===== config.mk =====
export PLATFORM = sky130hd
export DESIGN_NAME = sdram_word_ctrl
export DESIGN_NICKNAME = d
export VERILOG_FILES = /design/src/rtl/sdram_word_pkg.sv /design/src/rtl/sdram_addr_split.sv /design/src/rtl/sdram_refresh_tick.sv /design/src/rtl/sdram_read_capture.sv /design/src/rtl/sdram_word_ctrl.sv
export SDC_FILE = /design/constraint.sdc
export NUM_CORES = 1
export LEC_CHECK = 0
export BUFFER_PORTS_ARGS = -buffer_cell sky130_fd_sc_hd__buf_2
export CORE_MARGIN = 5
export CORE_UTILIZATION = 53
export CTS_CLUSTER_DIAMETER = 40
export DETAILED_ROUTE_END_ITERATION = 6
export PLACE_DENSITY = 0.76
export SETUP_SLACK_MARGIN = 0.4
export SLEW_MARGIN = 25
export SYNTH_ARGS = -nofsm -noshare
export SYNTH_HDL_FRONTEND = slang
export SYNTH_HIERARCHICAL = 1
export SYNTH_SLANG_ARGS = --single-unit

===== constraint.sdc =====
create_clock -name clk -period 2.4 [get_ports clk]
set_clock_uncertainty 0.05 [all_clocks]
set_input_delay 0 -clock clk [delete_from_list [all_inputs] [get_ports clk]]
set_output_delay 0 -clock clk [all_outputs]
set_load 0.03 [all_outputs]

===== src/rtl/sdram_word_pkg.sv =====
`timescale 1ns/1ps
package sdram_word_pkg;
   // {cs_n, ras_n, cas_n, we_n}
   typedef enum logic [3:0] {
      CMD_NOP  = 4'b0111,
      CMD_ACT  = 4'b0011,
      CMD_RD   = 4'b0101,
      CMD_WR   = 4'b0100,
      CMD_REF  = 4'b0001
   } sd_cmd_e;

   typedef enum logic [2:0] {
      ST_IDLE,
      ST_ROWWAIT,
      ST_RDREC,
      ST_WRREC,
      ST_REFWAIT
   } seq_st_e;
endpackage


===== src/rtl/sdram_addr_split.sv =====
`timescale 1ns/1ps
module sdram_addr_split #(
   parameter int BANK_W = 2,
   parameter int ROW_W  = 12,
   parameter int COL_W  = 8,
   localparam int ADDR_W = BANK_W + ROW_W + COL_W
) (
   input  logic [ADDR_W-1:0] flat,
   output logic [BANK_W-1:0] bank,
   output logic [ROW_W-1:0]  row,
   output logic [COL_W-1:0]  col
);
   localparam int ROW_LO  = COL_W;
   localparam int BANK_LO = COL_W + ROW_W;

   assign col  = flat[COL_W-1:0];
   assign row  = flat[ROW_LO +: ROW_W];
   assign bank = flat[BANK_LO +: BANK_W];
endmodule


===== src/rtl/sdram_refresh_tick.sv =====
`timescale 1ns/1ps
module sdram_refresh_tick #(
   parameter int REFI_CYC = 1950
) (
   input  logic clk,
   input  logic rst_n,
   input  logic ack,
   output logic due
);
   localparam int TW = $clog2(REFI_CYC + 1);
   localparam logic [TW-1:0] RELOAD = TW'(REFI_CYC - 1);

   logic [TW-1:0] tmr;

   always_ff @(posedge clk or negedge rst_n) begin
      if (!rst_n) begin
         tmr <= RELOAD;
         due <= 1'b0;
      end else begin
         if (tmr == '0) begin
            tmr <= RELOAD;
            due <= 1'b1;
         end else begin
            tmr <= tmr - 1'b1;
            if (ack) due <= 1'b0;
         end
      end
   end
endmodule


===== src/rtl/sdram_read_capture.sv =====
`timescale 1ns/1ps
module sdram_read_capture #(
   parameter int DATA_W  = 16,
   parameter int CAS_LAT = 2
) (
   input  logic              clk,
   input  logic              rst_n,
   input  logic              issue,
   input  logic [DATA_W-1:0] dq_in,
   output logic              valid,
   output logic [DATA_W-1:0] data
);
   logic [CAS_LAT:0] pipe;

   always_ff @(posedge clk or negedge rst_n) begin
      if (!rst_n) begin
         pipe  <= '0;
         valid <= 1'b0;
         data  <= '0;
      end else begin
         pipe  <= {pipe[CAS_LAT-1:0], issue};
         valid <= pipe[CAS_LAT];
         if (pipe[CAS_LAT]) data <= dq_in;
      end
   end
endmodule


===== src/rtl/sdram_word_ctrl.sv =====
`timescale 1ns/1ps
module sdram_word_ctrl
   import sdram_word_pkg::*;
#(
   parameter int BANK_W   = 2,
   parameter int ROW_W    = 12,
   parameter int COL_W    = 8,
   parameter int DATA_W   = 16,
   parameter int CAS_LAT  = 2,
   parameter int T_RCD    = 2,
   parameter int T_WR     = 2,
   parameter int T_RP     = 2,
   parameter int T_RFC    = 7,
   parameter int REFI_CYC = 1950
) (
   input  logic                            clk,
   input  logic                            rst_n,
   input  logic                            req_valid,
   input  logic                            req_write,
   input  logic [BANK_W+ROW_W+COL_W-1:0]   req_addr,
   input  logic [DATA_W-1:0]               req_wdata,
   input  logic [DATA_W/8-1:0]             req_mask,
   output logic                            req_ready,
   output logic                            rd_valid,
   output logic [DATA_W-1:0]               rd_data,
   output logic                            sd_cs_n,
   output logic                            sd_ras_n,
   output logic                            sd_cas_n,
   output logic                            sd_we_n,
   output logic [BANK_W-1:0]               sd_ba,
   output logic [ROW_W-1:0]                sd_a,
   output logic [DATA_W/8-1:0]             sd_dqm,
   output logic [DATA_W-1:0]               sd_dq_out,
   output logic                            sd_dq_oe,
   input  logic [DATA_W-1:0]               sd_dq_in
);
   localparam int MASK_W   = DATA_W / 8;
   localparam int AP_BIT   = 10;
   localparam int RD_HOLD  = CAS_LAT + T_RP;
   localparam int WR_HOLD  = T_WR + T_RP;
   localparam int M1       = (RD_HOLD > WR_HOLD) ? RD_HOLD : WR_HOLD;
   localparam int M2       = (M1 > T_RFC) ? M1 : T_RFC;
   localparam int WAIT_MAX = (M2 > T_RCD) ? M2 : T_RCD;
   localparam int CNT_W    = $clog2(WAIT_MAX + 1);

   // elaboration-time parameter checks
   if (CAS_LAT < 2 || CAS_LAT > 3) begin : g_bad_cl
      $error("CAS_LAT must be 2 or 3");
   end
   if (ROW_W <= AP_BIT || COL_W >= AP_BIT) begin : g_bad_geom
      $error("row must cover the precharge bit and column must stay below it");
   end
   if (DATA_W % 8 != 0) begin : g_bad_dw
      $error("DATA_W must be whole bytes");
   end
   if (T_RCD < 1 || T_WR < 1 || T_RP < 1 || T_RFC < 1) begin : g_bad_t
      $error("timing counts must be at least 1");
   end
   if (REFI_CYC <= 2 * (T_RCD + WAIT_MAX + T_RFC)) begin : g_bad_refi
      $error("refresh interval too short for one access plus refresh");
   end

   // address slicing
   logic [BANK_W-1:0] in_bank;
   logic [ROW_W-1:0]  in_row;
   logic [COL_W-1:0]  in_col;

   sdram_addr_split #(.BANK_W(BANK_W), .ROW_W(ROW_W), .COL_W(COL_W)) u_split (
      .flat (req_addr),
      .bank (in_bank),
      .row  (in_row),
      .col  (in_col)
   );

   // refresh schedule
   logic ref_due;
   logic ref_issue;

   sdram_refresh_tick #(.REFI_CYC(REFI_CYC)) u_tick (
      .clk   (clk),
      .rst_n (rst_n),
      .ack   (ref_issue),
      .due   (ref_due)
   );

   // sequencer state
   seq_st_e            st;
   logic [CNT_W-1:0]   cnt;
   sd_cmd_e            cmd_q;
   logic [BANK_W-1:0]  ba_q;
   logic [ROW_W-1:0]   a_q;
   logic [MASK_W-1:0]  dqm_q;
   logic [DATA_W-1:0]  dout_q;
   logic               oe_q;
   logic               lat_wr;
   logic [BANK_W-1:0]  lat_bank;
   logic [COL_W-1:0]   lat_col;
   logic [DATA_W-1:0]  lat_wdata;
   logic [MASK_W-1:0]  lat_mask;
   logic [ROW_W-1:0]   col_word;
   logic               rd_issue;

   assign req_ready = (st == ST_IDLE) && !ref_due;
   assign ref_issue = (st == ST_IDLE) && ref_due;
   assign rd_issue  = (st == ST_ROWWAIT) && (cnt == '0) && !lat_wr;

   always_comb begin
      col_word              = '0;
      col_word[COL_W-1:0]   = lat_col;
      col_word[AP_BIT]      = 1'b1;
   end

   always_ff @(posedge clk or negedge rst_n) begin
      if (!rst_n) begin
         st        <= ST_IDLE;
         cnt       <= '0;
         cmd_q     <= CMD_NOP;
         ba_q      <= '0;
         a_q       <= '0;
         dqm_q     <= '0;
         dout_q    <= '0;
         oe_q      <= 1'b0;
         lat_wr    <= 1'b0;
         lat_bank  <= '0;
         lat_col   <= '0;
         lat_wdata <= '0;
         lat_mask  <= '0;
      end else begin
         cmd_q <= CMD_NOP;
         oe_q  <= 1'b0;
         dqm_q <= '0;
         unique case (st)
            ST_IDLE: begin
               if (ref_due) begin
                  cmd_q <= CMD_REF;
                  ba_q  <= '0;
                  a_q   <= '0;
                  cnt   <= CNT_W'(T_RFC - 1);
                  st    <= ST_REFWAIT;
               end else if (req_valid) begin
                  cmd_q     <= CMD_ACT;
                  ba_q      <= in_bank;
                  a_q       <= in_row;
                  lat_wr    <= req_write;
                  lat_bank  <= in_bank;
                  lat_col   <= in_col;
                  lat_wdata <= req_wdata;
                  lat_mask  <= req_mask;
                  cnt       <= CNT_W'(T_RCD - 1);
                  st        <= ST_ROWWAIT;
               end
            end
            ST_ROWWAIT: begin
               if (cnt == '0) begin
                  ba_q <= lat_bank;
                  a_q  <= col_word;
                  if (lat_wr) begin
                     cmd_q  <= CMD_WR;
                     oe_q   <= 1'b1;
                     dqm_q  <= lat_mask;
                     dout_q <= lat_wdata;
                     cnt    <= CNT_W'(WR_HOLD - 1);
                     st     <= ST_WRREC;
                  end else begin
                     cmd_q  <= CMD_RD;
                     cnt    <= CNT_W'(RD_HOLD - 1);
                     st     <= ST_RDREC;
                  end
               end else begin
                  cnt <= cnt - 1'b1;
               end
            end
            ST_RDREC, ST_WRREC, ST_REFWAIT: begin
               if (cnt == '0) st <= ST_IDLE;
               else           cnt <= cnt - 1'b1;
            end
            default: st <= ST_IDLE;
         endcase
      end
   end

   // read return path
   sdram_read_capture #(.DATA_W(DATA_W), .CAS_LAT(CAS_LAT)) u_cap (
      .clk   (clk),
      .rst_n (rst_n),
      .issue (rd_issue),
      .dq_in (sd_dq_in),
      .valid (rd_valid),
      .data  (rd_data)
   );

   assign {sd_cs_n, sd_ras_n, sd_cas_n, sd_we_n} = cmd_q;
   assign sd_ba     = ba_q;
   assign sd_a      = a_q;
   assign sd_dqm    = dqm_q;
   assign sd_dq_out = dout_q;
   assign sd_dq_oe  = oe_q;
endmodule


==> metrics.cfg <==
[status]
outcome=completed

[sta]
fmax_ghz=0.536
layout_min_cycle_time_ns=1.86
relSlewSlack=0.449
worst_pin_slew_ns=0.827
setup_violations=0
finalHoldViolations=0
slew_viol_final=0
tns_ns=0
rsz0062_at_grt=false
fin_crit_sh=0.777

[finish]
fin_nets=577
antenna_cells=0
utilization=0.674
nFillCells=625
syn_to_final_growth_pct=25.3
drive_above_1_share=0.378
final_area_sq_um=5820

[power_and_ir_drop]
p_int_mw=4.20
switching_share=0.404
pwr-share-clk=0.157
powerDensity_nw_per_um2=1210
p_leak_nw=2.70
switchingPower_mw=2.85
irDropWorstVdd_uv=725
p_comb_frac=0.432
pwr-share-seq=0.411

[floorplanning]
initial_core_util=0.538
rows=34
coreArea_sq_um=8640
die_w_um=104
die_area_sq_um=10700
die_h_um=104
ios=115

[cts]
clock_latency_ns=0.35
cts-buffers-inserted=9
cts_tree=done
path_clk_slew_ns=0.09
post_cts_buffers=0
cts_sinks=103
cts_htree_levels=3
cts_buffer_depth=2
root_buffer=clkbuf_8

[grt]
grt_pass1_vias=3543
antenna_found_initial=0
grt_max_degree=68
grt_first_pass_wirelength_um=17300
track_usage=0.193
overflow=0

[detailed_routing]
drc_errors=0
num_vias=3279
drt-vias-per-instance=5.24
wl_per_cell_um=16.0
drt_pass1_iterations=4
antenna_left=0
wl_um=10000
drt_iter0_drc=143

[critical_path]
critical_path.max_fanout=20
crit_type=reg -> reg
cp-startpoint=st[1]
arrival_ns=2.05
crit-reg2reg-launch=st[1]
crit_required_ns=2.59
startpoint_type=flip-flop
cp-end-kind=flip-flop

[min_path]
hold_start=req_addr[10]
min-delay-path-class=in -> reg

[placement]
place_area_sq_um=5110
dp_hpwl_um=6470
gp_congestion=0.795
numPortBuffers=113

[synth]
yosysUniqueCellTypes=52
synth-edff-count=0
synth.cell_area_sq_um=4650
synth.net_count=438
synthCells=374
yosys_warnings=6
synth_async_sr_flop_share=1.00
avgSynthCellArea_sq_um=12.4
yosys.area.top_type_share=0.495
yosysSeqAreaShare=0.557
ys.flop_type=dfrtp_1
yosys.area.top_type=dfrtp_1
synth_seq_cells=103
synth_top_cells_by_area=dfrtp_1 (50%), mux2_1 (7.0%), dfstp_2 (6.2%), mux2_2 (5.8%), buf_4 (4.5%)

[job]
maxCapViolCount=0

cell usage in the layout (no fill, tap or decap), types with 11 or more instances in the layout:
| master | instances |
|---|---|
| mux2_1 | 29 |
| o21ai_0 | 12 |
| a21oi_1 | 29 |
| nor2_1 | 20 |
| mux2_2 | 24 |
| buf_2 | 112 |
| dfstp_2 | 11 |
| dfrtp_1 | 89 |
| dlygate4sd3_1 | 50 |
| inv_1 | 15 |
final timing paths:
kind | end | slack, ns | cells after the start
max | sd_dq_out[2] | 0.54 | 4
min | sd_a[2] | 0.03 | 4
max reg2reg | sd_dq_out[2] | 0.54 | 4
min reg2reg | u_cap/pipe[2] | 0.31 | 0
max in group asynchronous | cmd_q[2] | 1.45 | 3
min in group asynchronous | u_cap/data[2] | 0.09 | 2
Yosys cell counts, drive strengths merged (2+ instances only):
cell	count
dfrtp	92
mux2	63
buf	39
a21oi	30
nor2	20
inv	15
o21ai	12
dfstp	11
nor3b	11
nand2	10
nor3	9
nand3	6
nand2b	5
ha	4
clkbuf	3
nor4	3
o31ai	3
or3	3
a21o	2
a22o	2
a22oi	2
and2	2
and4	2
mux2i	2
nor2b	2
o2111ai	2
o22ai	2
or2	2
or3b	2
or4	2
xor2	2
per-layer routing:
layer	wire length, um	part of all wire	GRT usage	vias to the layer above
met5	0	0	0	-
met3	620	0.062	0.0535	15
met4	157	0.016	0.0638	0
met2	5010	0.50	0.321	115
li1	-	-	-	1554
met1	4250	0.42	0.245	1595
worst max-delay path, cell delays in order (launching register included):
cell and delay, ns:
dfrtp_2 0.51, or2_1 0.36, nor3_2 0.23, buf_6 0.24, mux2_2 0.36
logic make-up (layout without fill, tap and decap cells):
logic type / count (synthesis) / after routing / synth area share
AND/OR/NAND/NOR: 82 / 82 / 0.103
AO/OA/AOI/OAI: 59 / 59 / 0.0772
flip-flops: 103 / 103 / 0.557
multiplexers: 65 / 65 / 0.165
adder cells (fa/ha/maj): 4 / 4 / 0.0108
buffers and inverters: 57 / 201 / 0.0802
XOR/XNOR: 3 / 3 / 0.00565
other: 1 / 1 / 0.000807
power by group through the flow:
| stage | registers [mW] | clock network (mW) | logic, mW |
|---|---|---|---|
| finish | 2.90 | 1.11 | 3.04 |
| detailed placement | 2.92 | 0 | 2.97 |
| global placement | 2.86 | 0 | 2.89 |
| floorplan | 3.57 | 0 | 1.53 |
| CTS | 2.89 | 1.14 | 3.04 |
| global route | 2.99 | 1.21 | 3.31 |
sequential cells by signal, summed over array words and instances (netlist names):
signal / cells
lat_bank: 2
cmd_q: 3
sd_ba: 2
sd_dq_out: 16
lat_col: 8
lat_wdata: 16
u_tick/due: 1
sd_a: 12
lat_wr: 1
sd_dq_oe: 1
u_cap/valid: 1
sd_dqm: 2
u_cap/pipe: 3
cnt: 3
u_tick/tmr: 11
st: 3
u_cap/data: 16
lat_mask: 2
stage by stage:
step / instances / power [mW] / hold slack (ns) / worst slack (ns)
CTS: 626 / 7.06 / 0.00833 / 0.408
global placement: 560 / 5.75 / -0.0662 / 0.471
detailed placement: 560 / 5.89 / -0.0527 / 0.420
global route: 626 / 7.51 / 0.0248 / 0.423
floorplan: 374 / 5.11 / -0.346 / 0.530
finish: 626 / 7.05 / 0.0317 / 0.536
final cells by class:
class,count,area [sq um],area share
timing repair buffer,170,1140,0.195
tap,108,135,0.0232
sequential,103,2590,0.446
multi-input combinational,214,1700,0.291
clock buffer,10,138,0.0236
inverter,15,56.3,0.00967
clock inverter,6,67.6,0.0116
what timing repair did:
item / in CTS / in global routing
resized for setup: 0 / 6
hold buffers: 50 / 0
endpoints found under the setup margin: 0 / 19
endpoints found under the hold margin: 85 / 0
Power figures use the tool's default switching activity.
